`config.mk`:
```
export PLATFORM = sky130hd
export DESIGN_NAME = hexdump_streamer
export DESIGN_NICKNAME = d
export VERILOG_FILES = /design/src/rtl/hexdump_pkg.sv /design/src/rtl/hexdump_window.sv /design/src/rtl/hexdump_linebuf.sv /design/src/rtl/hexdump_streamer.sv
export SDC_FILE = /design/constraint.sdc
export NUM_CORES = 1
export LEC_CHECK = 0
export ABC_AREA = 1
export ABC_CLOCK_PERIOD_IN_PS = 4100
export BUFFER_PORTS_ARGS = -buffer_cell sky130_fd_sc_hd__buf_2
export CORE_MARGIN = 2
export CORE_UTILIZATION = 30
export CTS_CLUSTER_DIAMETER = 100
export DETAILED_ROUTE_END_ITERATION = 8
export PLACE_DENSITY_LB_ADDON = 0.08
export SLEW_MARGIN = 20
export SYNTH_ARGS = -nofsm -noshare
export SYNTH_HDL_FRONTEND = slang
export SYNTH_SLANG_ARGS = --single-unit
```
`constraint.sdc`:
```
create_clock -name clk_i -period 4.1 [get_ports clk_i]
set_clock_uncertainty 0.15 [all_clocks]
set_input_delay 0.615 -clock clk_i [delete_from_list [all_inputs] [get_ports clk_i]]
set_output_delay 0.615 -clock clk_i [all_outputs]
set_load 0.005 [all_outputs]
```
`src/rtl/hexdump_pkg.sv`:
```
package hexdump_pkg;

  typedef enum logic [3:0] {
    S_IDLE, S_ADDR, S_COLON, S_ASP, S_REQ, S_WAIT, S_HI, S_LO,
    S_BSP, S_BAR, S_BARSP, S_TXT, S_NL, S_DONE
  } dump_state_e;

  localparam logic [7:0] CH_SPACE = 8'h20;
  localparam logic [7:0] CH_COLON = 8'h3a;
  localparam logic [7:0] CH_BAR   = 8'h7c;
  localparam logic [7:0] CH_NL    = 8'h0a;
  localparam logic [7:0] CH_DOT   = 8'h2e;

  function automatic logic [7:0] hex_char(input logic [3:0] n);
    return (n < 4'd10) ? (8'h30 + {4'h0, n}) : (8'h57 + {4'h0, n});
  endfunction

  function automatic logic [7:0] view_char(input logic [7:0] b);
    return (b >= 8'h20 && b <= 8'h7e) ? b : CH_DOT;
  endfunction

endpackage

```
`src/rtl/hexdump_window.sv`:
```
module hexdump_window #(
  parameter int ADDR_W   = 32,
  parameter int HALF_WIN = 128,
  parameter int CNT_W    = 9
) (
  input  logic              clk_i,
  input  logic              rst_ni,
  input  logic              load_i,
  input  logic [ADDR_W-1:0] centre_i,
  output logic [ADDR_W-1:0] base_o,
  output logic [CNT_W-1:0]  size_o
);

  always_ff @(posedge clk_i or negedge rst_ni) begin
    if (!rst_ni) begin
      base_o <= '0;
      size_o <= '0;
    end else if (load_i) begin
      if (centre_i < ADDR_W'(HALF_WIN)) begin
        base_o <= '0;
        size_o <= CNT_W'(centre_i) + CNT_W'(HALF_WIN);
      end else begin
        base_o <= centre_i - ADDR_W'(HALF_WIN);
        size_o <= CNT_W'(2 * HALF_WIN);
      end
    end
  end

endmodule

```
`src/rtl/hexdump_linebuf.sv`:
```
module hexdump_linebuf
  import hexdump_pkg::*;
#(
  parameter int LINE_BYTES = 16,
  parameter int IDX_W      = 4
) (
  input  logic             clk_i,
  input  logic             rst_ni,
  input  logic             clear_i,
  input  logic             wr_en_i,
  input  logic [IDX_W-1:0] wr_idx_i,
  input  logic [7:0]       wr_byte_i,
  input  logic [IDX_W-1:0] rd_idx_i,
  output logic [7:0]       rd_char_o
);

  logic [7:0] cell_q [LINE_BYTES];

  for (genvar i = 0; i < LINE_BYTES; i++) begin : g_cell
    always_ff @(posedge clk_i or negedge rst_ni) begin
      if (!rst_ni)                                       cell_q[i] <= CH_DOT;
      else if (clear_i)                                  cell_q[i] <= CH_DOT;
      else if (wr_en_i && (wr_idx_i == IDX_W'(i)))       cell_q[i] <= view_char(wr_byte_i);
    end
  end

  assign rd_char_o = cell_q[rd_idx_i];

endmodule

```
`src/rtl/hexdump_streamer.sv`:
```
module hexdump_streamer
  import hexdump_pkg::*;
#(
  parameter int ADDR_W     = 32,
  parameter int LINE_BYTES = 16,
  parameter int HALF_WIN   = 128
) (
  input  logic              clk_i,
  input  logic              rst_ni,
  input  logic              start_i,
  input  logic [ADDR_W-1:0] centre_i,
  output logic              busy_o,
  output logic              mem_req_o,
  output logic [ADDR_W-1:0] mem_addr_o,
  input  logic              mem_rsp_valid_i,
  input  logic [7:0]        mem_rsp_data_i,
  output logic              char_valid_o,
  output logic [7:0]        char_data_o,
  input  logic              char_ready_i,
  output logic              done_o
);

  localparam int HEX_DIGITS = ADDR_W / 4;
  localparam int POS_W      = $clog2(LINE_BYTES);
  localparam int CNT_W      = $clog2(2 * HALF_WIN + 1);
  localparam int DIG_MAX    = (HEX_DIGITS > LINE_BYTES) ? HEX_DIGITS : LINE_BYTES;
  localparam int DIG_W      = $clog2(DIG_MAX);

  dump_state_e       state_q, state_d;
  logic [CNT_W-1:0]  off_q, off_d;
  logic [DIG_W-1:0]  dig_q, dig_d;
  logic [7:0]        byte_q, byte_d;
  logic [ADDR_W-1:0] base;
  logic [CNT_W-1:0]  size;
  logic [ADDR_W-1:0] cur_addr;
  logic [3:0]        addr_nib;
  logic [7:0]        view_rd;
  logic [POS_W-1:0]  pos;
  logic              line_end, last_byte, fire, load, buf_clear, buf_wr;

  assign load      = (state_q == S_IDLE) && start_i;
  assign pos       = off_q[POS_W-1:0];
  assign line_end  = (pos == POS_W'(LINE_BYTES - 1));
  assign last_byte = ((off_q + CNT_W'(1)) == size);
  assign cur_addr  = base + ADDR_W'(off_q);
  assign fire      = char_valid_o && char_ready_i;
  assign buf_clear = load || ((state_q == S_NL) && fire && !last_byte);
  assign buf_wr    = (state_q == S_WAIT) && mem_rsp_valid_i;

  hexdump_window #(
    .ADDR_W  (ADDR_W),
    .HALF_WIN(HALF_WIN),
    .CNT_W   (CNT_W)
  ) u_window (
    .clk_i   (clk_i),
    .rst_ni  (rst_ni),
    .load_i  (load),
    .centre_i(centre_i),
    .base_o  (base),
    .size_o  (size)
  );

  hexdump_linebuf #(
    .LINE_BYTES(LINE_BYTES),
    .IDX_W     (POS_W)
  ) u_linebuf (
    .clk_i    (clk_i),
    .rst_ni   (rst_ni),
    .clear_i  (buf_clear),
    .wr_en_i  (buf_wr),
    .wr_idx_i (pos),
    .wr_byte_i(mem_rsp_data_i),
    .rd_idx_i (dig_q[POS_W-1:0]),
    .rd_char_o(view_rd)
  );

  // most significant digit first
  always_comb addr_nib = 4'(cur_addr >> (4 * (HEX_DIGITS - 1 - int'(dig_q))));

  always_comb begin
    state_d = state_q;
    off_d   = off_q;
    dig_d   = dig_q;
    byte_d  = byte_q;
    unique case (state_q)
      S_IDLE: if (start_i) begin
        state_d = S_ADDR;
        off_d   = '0;
        dig_d   = '0;
      end
      S_ADDR: if (char_ready_i) begin
        if (dig_q == DIG_W'(HEX_DIGITS - 1)) begin
          dig_d   = '0;
          state_d = S_COLON;
        end else begin
          dig_d = dig_q + DIG_W'(1);
        end
      end
      S_COLON: if (char_ready_i) state_d = S_ASP;
      S_ASP:   if (char_ready_i) state_d = S_REQ;
      S_REQ:   state_d = S_WAIT;
      S_WAIT: if (mem_rsp_valid_i) begin
        byte_d  = mem_rsp_data_i;
        state_d = S_HI;
      end
      S_HI: if (char_ready_i) state_d = S_LO;
      S_LO: if (char_ready_i) state_d = S_BSP;
      S_BSP: if (char_ready_i) begin
        if (line_end)       state_d = S_BAR;
        else if (last_byte) state_d = S_DONE;
        else begin
          off_d   = off_q + CNT_W'(1);
          state_d = S_REQ;
        end
      end
      S_BAR:   if (char_ready_i) state_d = S_BARSP;
      S_BARSP: if (char_ready_i) state_d = S_TXT;
      S_TXT: if (char_ready_i) begin
        if (dig_q == DIG_W'(LINE_BYTES - 1)) begin
          dig_d   = '0;
          state_d = S_NL;
        end else begin
          dig_d = dig_q + DIG_W'(1);
        end
      end
      S_NL: if (char_ready_i) begin
        if (last_byte) state_d = S_DONE;
        else begin
          off_d   = off_q + CNT_W'(1);
          state_d = S_ADDR;
        end
      end
      S_DONE:  state_d = S_IDLE;
      default: state_d = S_IDLE;
    endcase
  end

  always_ff @(posedge clk_i or negedge rst_ni) begin
    if (!rst_ni) begin
      state_q <= S_IDLE;
      off_q   <= '0;
      dig_q   <= '0;
      byte_q  <= '0;
    end else begin
      state_q <= state_d;
      off_q   <= off_d;
      dig_q   <= dig_d;
      byte_q  <= byte_d;
    end
  end

  always_comb begin
    char_valid_o = 1'b1;
    char_data_o  = CH_SPACE;
    unique case (state_q)
      S_ADDR:                  char_data_o = hex_char(addr_nib);
      S_COLON:                 char_data_o = CH_COLON;
      S_ASP, S_BSP, S_BARSP:   char_data_o = CH_SPACE;
      S_HI:                    char_data_o = hex_char(byte_q[7:4]);
      S_LO:                    char_data_o = hex_char(byte_q[3:0]);
      S_BAR:                   char_data_o = CH_BAR;
      S_TXT:                   char_data_o = view_rd;
      S_NL:                    char_data_o = CH_NL;
      default:                 char_valid_o = 1'b0;
    endcase
  end

  assign busy_o     = (state_q != S_IDLE);
  assign done_o     = (state_q == S_DONE);
  assign mem_req_o  = (state_q == S_REQ);
  assign mem_addr_o = cur_addr;

endmodule

```
==> impl_metrics.prom <==
# TYPE chip_impl_metric gauge
chip_impl_metric{name="timing.final.hold_violations",unit=""} 0
chip_impl_metric{name="floorplan.die_area",unit="um2"} 40500
chip_impl_metric{name="core_box_area",unit="um2"} 38600
chip_impl_metric{name="synth_enable_flop_cells",unit=""} 0
chip_impl_metric{name="grt_antenna_before_repair",unit=""} 0
chip_impl_metric{name="wire_length_per_cell_after_detailed_routing",unit="um"} 19.3
chip_impl_metric{name="place_congestion",unit=""} 0.897
chip_impl_info{name="clock_tree_from_tritoncts",value="built"} 1
chip_impl_metric{name="port_buffer_cells",unit=""} 88
chip_impl_metric{name="worst_slack",unit="ns"} 0.137
chip_impl_metric{name="syn2layout_area_growth",unit="%"} 20.1
chip_impl_metric{name="p_leak",unit="nW"} 6.74
chip_impl_metric{name="clock_tree.htree_level_count",unit=""} 4
chip_impl_metric{name="fraction_of_layout_instances_using_a_drive_strength_above_1",unit=""} 0.202
chip_impl_metric{name="initial_core_util",unit=""} 0.303
chip_impl_metric{name="fp.dieH",unit="um"} 201
chip_impl_metric{name="postSynthNetCount",unit=""} 1678
chip_impl_metric{name="yosys_warnings",unit=""} 0
chip_impl_metric{name="die_span_in_x",unit="um"} 201
chip_impl_metric{name="seq_area_frac_synth",unit=""} 0.423
chip_impl_metric{name="synth_seq_cells",unit=""} 194
chip_impl_info{name="rr_startpoint",value="off_q[1]$_DFFE_PN0P_"} 1
chip_impl_metric{name="register_area",unit="um2"} 4940
chip_impl_metric{name="n_fill_cell",unit=""} 4201
chip_impl_metric{name="detailedRoute.firstPassIterationCount",unit=""} 5
chip_impl_info{name="outcome",value="finished, final reports clean"} 1
chip_impl_metric{name="period_minus_slack",unit="ns"} 3.96
chip_impl_metric{name="worst_hold_slack",unit="ns"} 0.221
chip_impl_metric{name="remaining_drc_errors",unit=""} 0
chip_impl_metric{name="maximum_achievable_frequency",unit="MHz"} 252
chip_impl_info{name="rsz0062_at_grt",value="false"} 1
chip_impl_metric{name="grtUsageTotal",unit=""} 0.220
chip_impl_metric{name="first_global_vias",unit=""} 11100
chip_impl_metric{name="tightestPinTransition",unit="ns"} 0.994
chip_impl_metric{name="syn-cell-area",unit="um2"} 11700
chip_impl_metric{name="final_antenna_net_count",unit=""} 0
chip_impl_info{name="setup.worst_path.end_class",value="output pin"} 1
chip_impl_metric{name="cts_num_sinks",unit=""} 194
chip_impl_metric{name="grt-ovfl-total",unit=""} 0
chip_impl_metric{name="vdd.ir_drop.worst",unit="V"} 0.000321
chip_impl_metric{name="syn_avg_cell_area",unit="um2"} 7.23
chip_impl_metric{name="total_power",unit="W"} 0.00959
chip_impl_metric{name="post_drt_via_cell_ratio",unit=""} 4.99
chip_impl_info{name="timing.setup.critical_path_class",value="flop to output pin"} 1
chip_impl_metric{name="route.final.wire_length",unit="um"} 43900
chip_impl_metric{name="worst_ep_required_time",unit="ns"} 3.34
chip_impl_metric{name="slew_headroom",unit=""} 0.330
chip_impl_info{name="timing.critical_path.cells",value="ha_4 -> fa_2 -> nand2_2 -> nand2_1 -> nand3_2 -> nand2_4 -> nand2_4 -> nand3_1 -> nand3_1 -> nand3_1 -> a21oi_1 -> nand2_2 -> nand2_2 -> nand2_2 -> nand3_1 -> nand4_1 -> buf_2"} 1
chip_impl_info{name="cts.root.buffer_cell",value="sky130_fd_sc_hd__clkbuf_16"} 1
chip_impl_metric{name="pins_over_their_slew_limit",unit=""} 0
chip_impl_metric{name="clkSlewWorstSetupHoldPaths",unit="ns"} 0.08
chip_impl_info{name="dominantRegCellSynth",value="sky130_fd_sc_hd__dfrtp_1"} 1
chip_impl_metric{name="totalNegativeSetupSlack",unit="ns"} 0
chip_impl_metric{name="placement_rows",unit=""} 72
chip_impl_metric{name="grt_first_pass_wirelength",unit="um"} 67500
chip_impl_metric{name="async_flop_share",unit=""} 1.00
chip_impl_metric{name="diodes",unit=""} 0
chip_impl_metric{name="pin_count",unit=""} 89
chip_impl_metric{name="hpwlAfterDp",unit="um"} 33500
chip_impl_metric{name="worstPathArrival",unit="ns"} 3.20
chip_impl_metric{name="max_cap_violations",unit=""} 0
chip_impl_info{name="critical_path.slowest_cell",value="sky130_fd_sc_hd__dfrtp_1"} 1
chip_impl_metric{name="slowest_delay",unit="ns"} 0.44
chip_impl_metric{name="final_core_utilization",unit=""} 0.364
chip_impl_metric{name="fin_nets",unit=""} 1810
chip_impl_metric{name="timing.final.setup_violations",unit=""} 0
chip_impl_info{name="largest_cells_by_area_after_synthesis",value="sky130_fd_sc_hd__dfrtp_1, sky130_fd_sc_hd__nand2_1, sky130_fd_sc_hd__dfstp_2, sky130_fd_sc_hd__inv_1, sky130_fd_sc_hd__o21ai_0"} 1
chip_impl_metric{name="crit_path_max_fanout",unit=""} 3
chip_impl_info{name="worst_hold_startpoint",value="centre_i[7]"} 1
chip_impl_metric{name="synth_top_area_frac",unit=""} 0.279
chip_impl_info{name="setup.worst_path.start",value="u_window.base_o[0]$_DFFE_PN0P_"} 1
chip_impl_metric{name="worst_skew_pair.late_latency",unit="ns"} 0.46
chip_impl_metric{name="total_area_of_multi_input_combinational_cells",unit="um2"} 6080
chip_impl_metric{name="dp_slack",unit="ns"} 0.268
chip_impl_metric{name="post_synth_num_cell_types",unit=""} 57
chip_impl_metric{name="dr_total_vias",unit=""} 11400
chip_impl_info{name="startpoint_type",value="flop"} 1
chip_impl_metric{name="clock_tree.buffer_depth",unit=""} 2
chip_impl_info{name="synth_top_cell_by_area",value="sky130_fd_sc_hd__dfrtp_1"} 1
chip_impl_metric{name="grt_max_degree",unit=""} 59
chip_impl_metric{name="cts_made_buffers",unit=""} 17
chip_impl_metric{name="powerDensity",unit="nW/um2"} 684
chip_impl_info{name="worst_hold_check_path_type",value="input port to flop"} 1
chip_impl_metric{name="min_period_over_period",unit=""} 0.967
chip_impl_metric{name="drtIter0Drc",unit=""} 777
chip_impl_metric{name="syn-instance-count",unit=""} 1615
[area by class of cell]
type | instances | share of cell area
multi-input combinational | 1176 | 0.434
sequential | 194 | 0.353
timing repair buffer | 158 | 0.0715
inverter | 200 | 0.0536
tap | 518 | 0.0462
clock buffer | 20 | 0.0349
clock inverter | 12 | 0.00741
[cell families after synthesis]
logic type / synth area share
simple gates: 0.308
compound gates: 0.141
buf+inv: 0.0836
flops: 0.423
xor+xnor: 0.0248
fa+ha+maj: 0.0199
[critical path, delay by kind of cell, from the launching register on]
family | cells | cell delay [ns]
buffers and inverters | 1 | 0.23
AO/OA/AOI/OAI | 1 | 0.21
adder cells (fa/ha/maj) | 2 | 0.59
flip-flops | 1 | 0.44
AND/OR/NAND/NOR | 13 | 1.25
[flip-flops by register name, indices dropped and copies added, names as in the netlist]
register,flops
u_linebuf.cell_q,128
u_window.base_o,32
off_q,9
u_window.size_o,9
byte_q,8
dig_q,4
state_q,4
[synthesized netlist by cell type (3+ instances only)]
cell and count:
sky130_fd_sc_hd__ha_1 17, sky130_fd_sc_hd__nor4_1 3, sky130_fd_sc_hd__nand4_1 27, sky130_fd_sc_hd__a22o_1 3
sky130_fd_sc_hd__a21oi_1 47, sky130_fd_sc_hd__clkinv_1 5, sky130_fd_sc_hd__xor2_1 21, sky130_fd_sc_hd__xnor2_1 12
sky130_fd_sc_hd__or2_2 3, sky130_fd_sc_hd__nor2_1 132, sky130_fd_sc_hd__a22oi_1 11, sky130_fd_sc_hd__clkbuf_1 27
sky130_fd_sc_hd__nor2_2 4, sky130_fd_sc_hd__dfstp_2 64, sky130_fd_sc_hd__inv_1 193, sky130_fd_sc_hd__a221oi_1 10
sky130_fd_sc_hd__a21oi_4 9, sky130_fd_sc_hd__a211oi_1 5, sky130_fd_sc_hd__o22ai_1 26, sky130_fd_sc_hd__dfrtp_1 130
sky130_fd_sc_hd__and2_1 11, sky130_fd_sc_hd__buf_4 5, sky130_fd_sc_hd__nand3_1 114, sky130_fd_sc_hd__nor3_1 10
sky130_fd_sc_hd__a41oi_1 3, sky130_fd_sc_hd__buf_2 9, sky130_fd_sc_hd__o21ai_0 126, sky130_fd_sc_hd__nand3b_1 4
sky130_fd_sc_hd__nand2_1 542, sky130_fd_sc_hd__o221ai_1 6
[report_power, final]
group,leakage [nW],total (W),internal [W],switching (W)
Sequential,2.37,0.00349,0.00291,0.000577
Clock,0.294,0.00175,0.000888,0.000859
Combinational,4.08,0.00435,0.00153,0.00282
[per-stage QoR]
stage | instances | area [um2]
after floorplan | 1615 | 11700
after global placement | 2230 | 13000
after detailed placement | 2230 | 13000
after CTS | 2264 | 13600
after global routing | 2278 | 14000
final | 2278 | 14000
[worst paths after layout]
| kind | slack (ns) | cells after the start | to |
|---|---|---|---|
| worst max-delay path | 0.14 | 17 | char_data_o[3] |
| worst min-delay path | 0.22 | 2 | u_window.base_o[7]$_DFFE_PN0P_ |
| worst max register to register | 0.44 | 15 | u_linebuf.cell_q[60]$_DFFE_PN0P_ |
| worst min register to register | 0.32 | 2 | u_linebuf.cell_q[113]$_DFFE_PN1P_ |
| max in group asynchronous | 2.34 | 3 | u_linebuf.cell_q[13]$_DFFE_PN1P_ |
| min in group asynchronous | 0.53 | 2 | u_window.base_o[25]$_DFFE_PN0P_ |
[timing repair]
item | 4_1_cts | 5_1_grt
setup buffers | 1 | 14
endpoints found under the hold margin | 38 | 0
cloned | 0 | 0
hold buffers | 1 | 0
pin swaps | 0 | 13
gates resized for setup | 12 | 71
endpoints found under the setup margin | 6 | 7
[cells in the final DEF (no fill, tap or decap), types with 5 or more instances in the layout]
cell / n
sky130_fd_sc_hd__a22oi_1: 11
sky130_fd_sc_hd__nand4_1: 27
sky130_fd_sc_hd__inv_1: 187
sky130_fd_sc_hd__xnor2_1: 12
sky130_fd_sc_hd__nand3_1: 101
sky130_fd_sc_hd__nand2_1: 515
sky130_fd_sc_hd__nor2_1: 122
sky130_fd_sc_hd__a211oi_1: 5
sky130_fd_sc_hd__buf_2: 87
sky130_fd_sc_hd__a21oi_4: 9
sky130_fd_sc_hd__nand3_2: 11
sky130_fd_sc_hd__clkbuf_16: 19
sky130_fd_sc_hd__inv_2: 8
sky130_fd_sc_hd__o21ai_0: 124
sky130_fd_sc_hd__nor2_2: 11
sky130_fd_sc_hd__a221oi_1: 10
sky130_fd_sc_hd__o221ai_1: 6
sky130_fd_sc_hd__ha_1: 9
sky130_fd_sc_hd__xor2_1: 21
sky130_fd_sc_hd__dfrtp_1: 124
sky130_fd_sc_hd__ha_4: 8
sky130_fd_sc_hd__o22ai_1: 26
sky130_fd_sc_hd__buf_4: 67
sky130_fd_sc_hd__dfstp_2: 64
sky130_fd_sc_hd__dfrtp_2: 6
sky130_fd_sc_hd__nand2_2: 27
sky130_fd_sc_hd__clkinv_1: 5
sky130_fd_sc_hd__and2_1: 11
sky130_fd_sc_hd__nor3_1: 10
sky130_fd_sc_hd__a21oi_1: 43
[metal layers]
| metal | up-vias | global-route usage | share of wire | routed length, um |
|---|---|---|---|---|
| met2 | 296 | 0.342 | 0.45 | 19700 |
| met3 | 50 | 0.0353 | 0.048 | 2110 |
| li1 | 5496 | - | - | - |
| met5 | - | 0 | 0 | 0 |
| met4 | 0 | 0.0662 | 0.024 | 1060 |
| met1 | 5525 | 0.314 | 0.48 | 21000 |
Power figures use the tool's default switching activity.
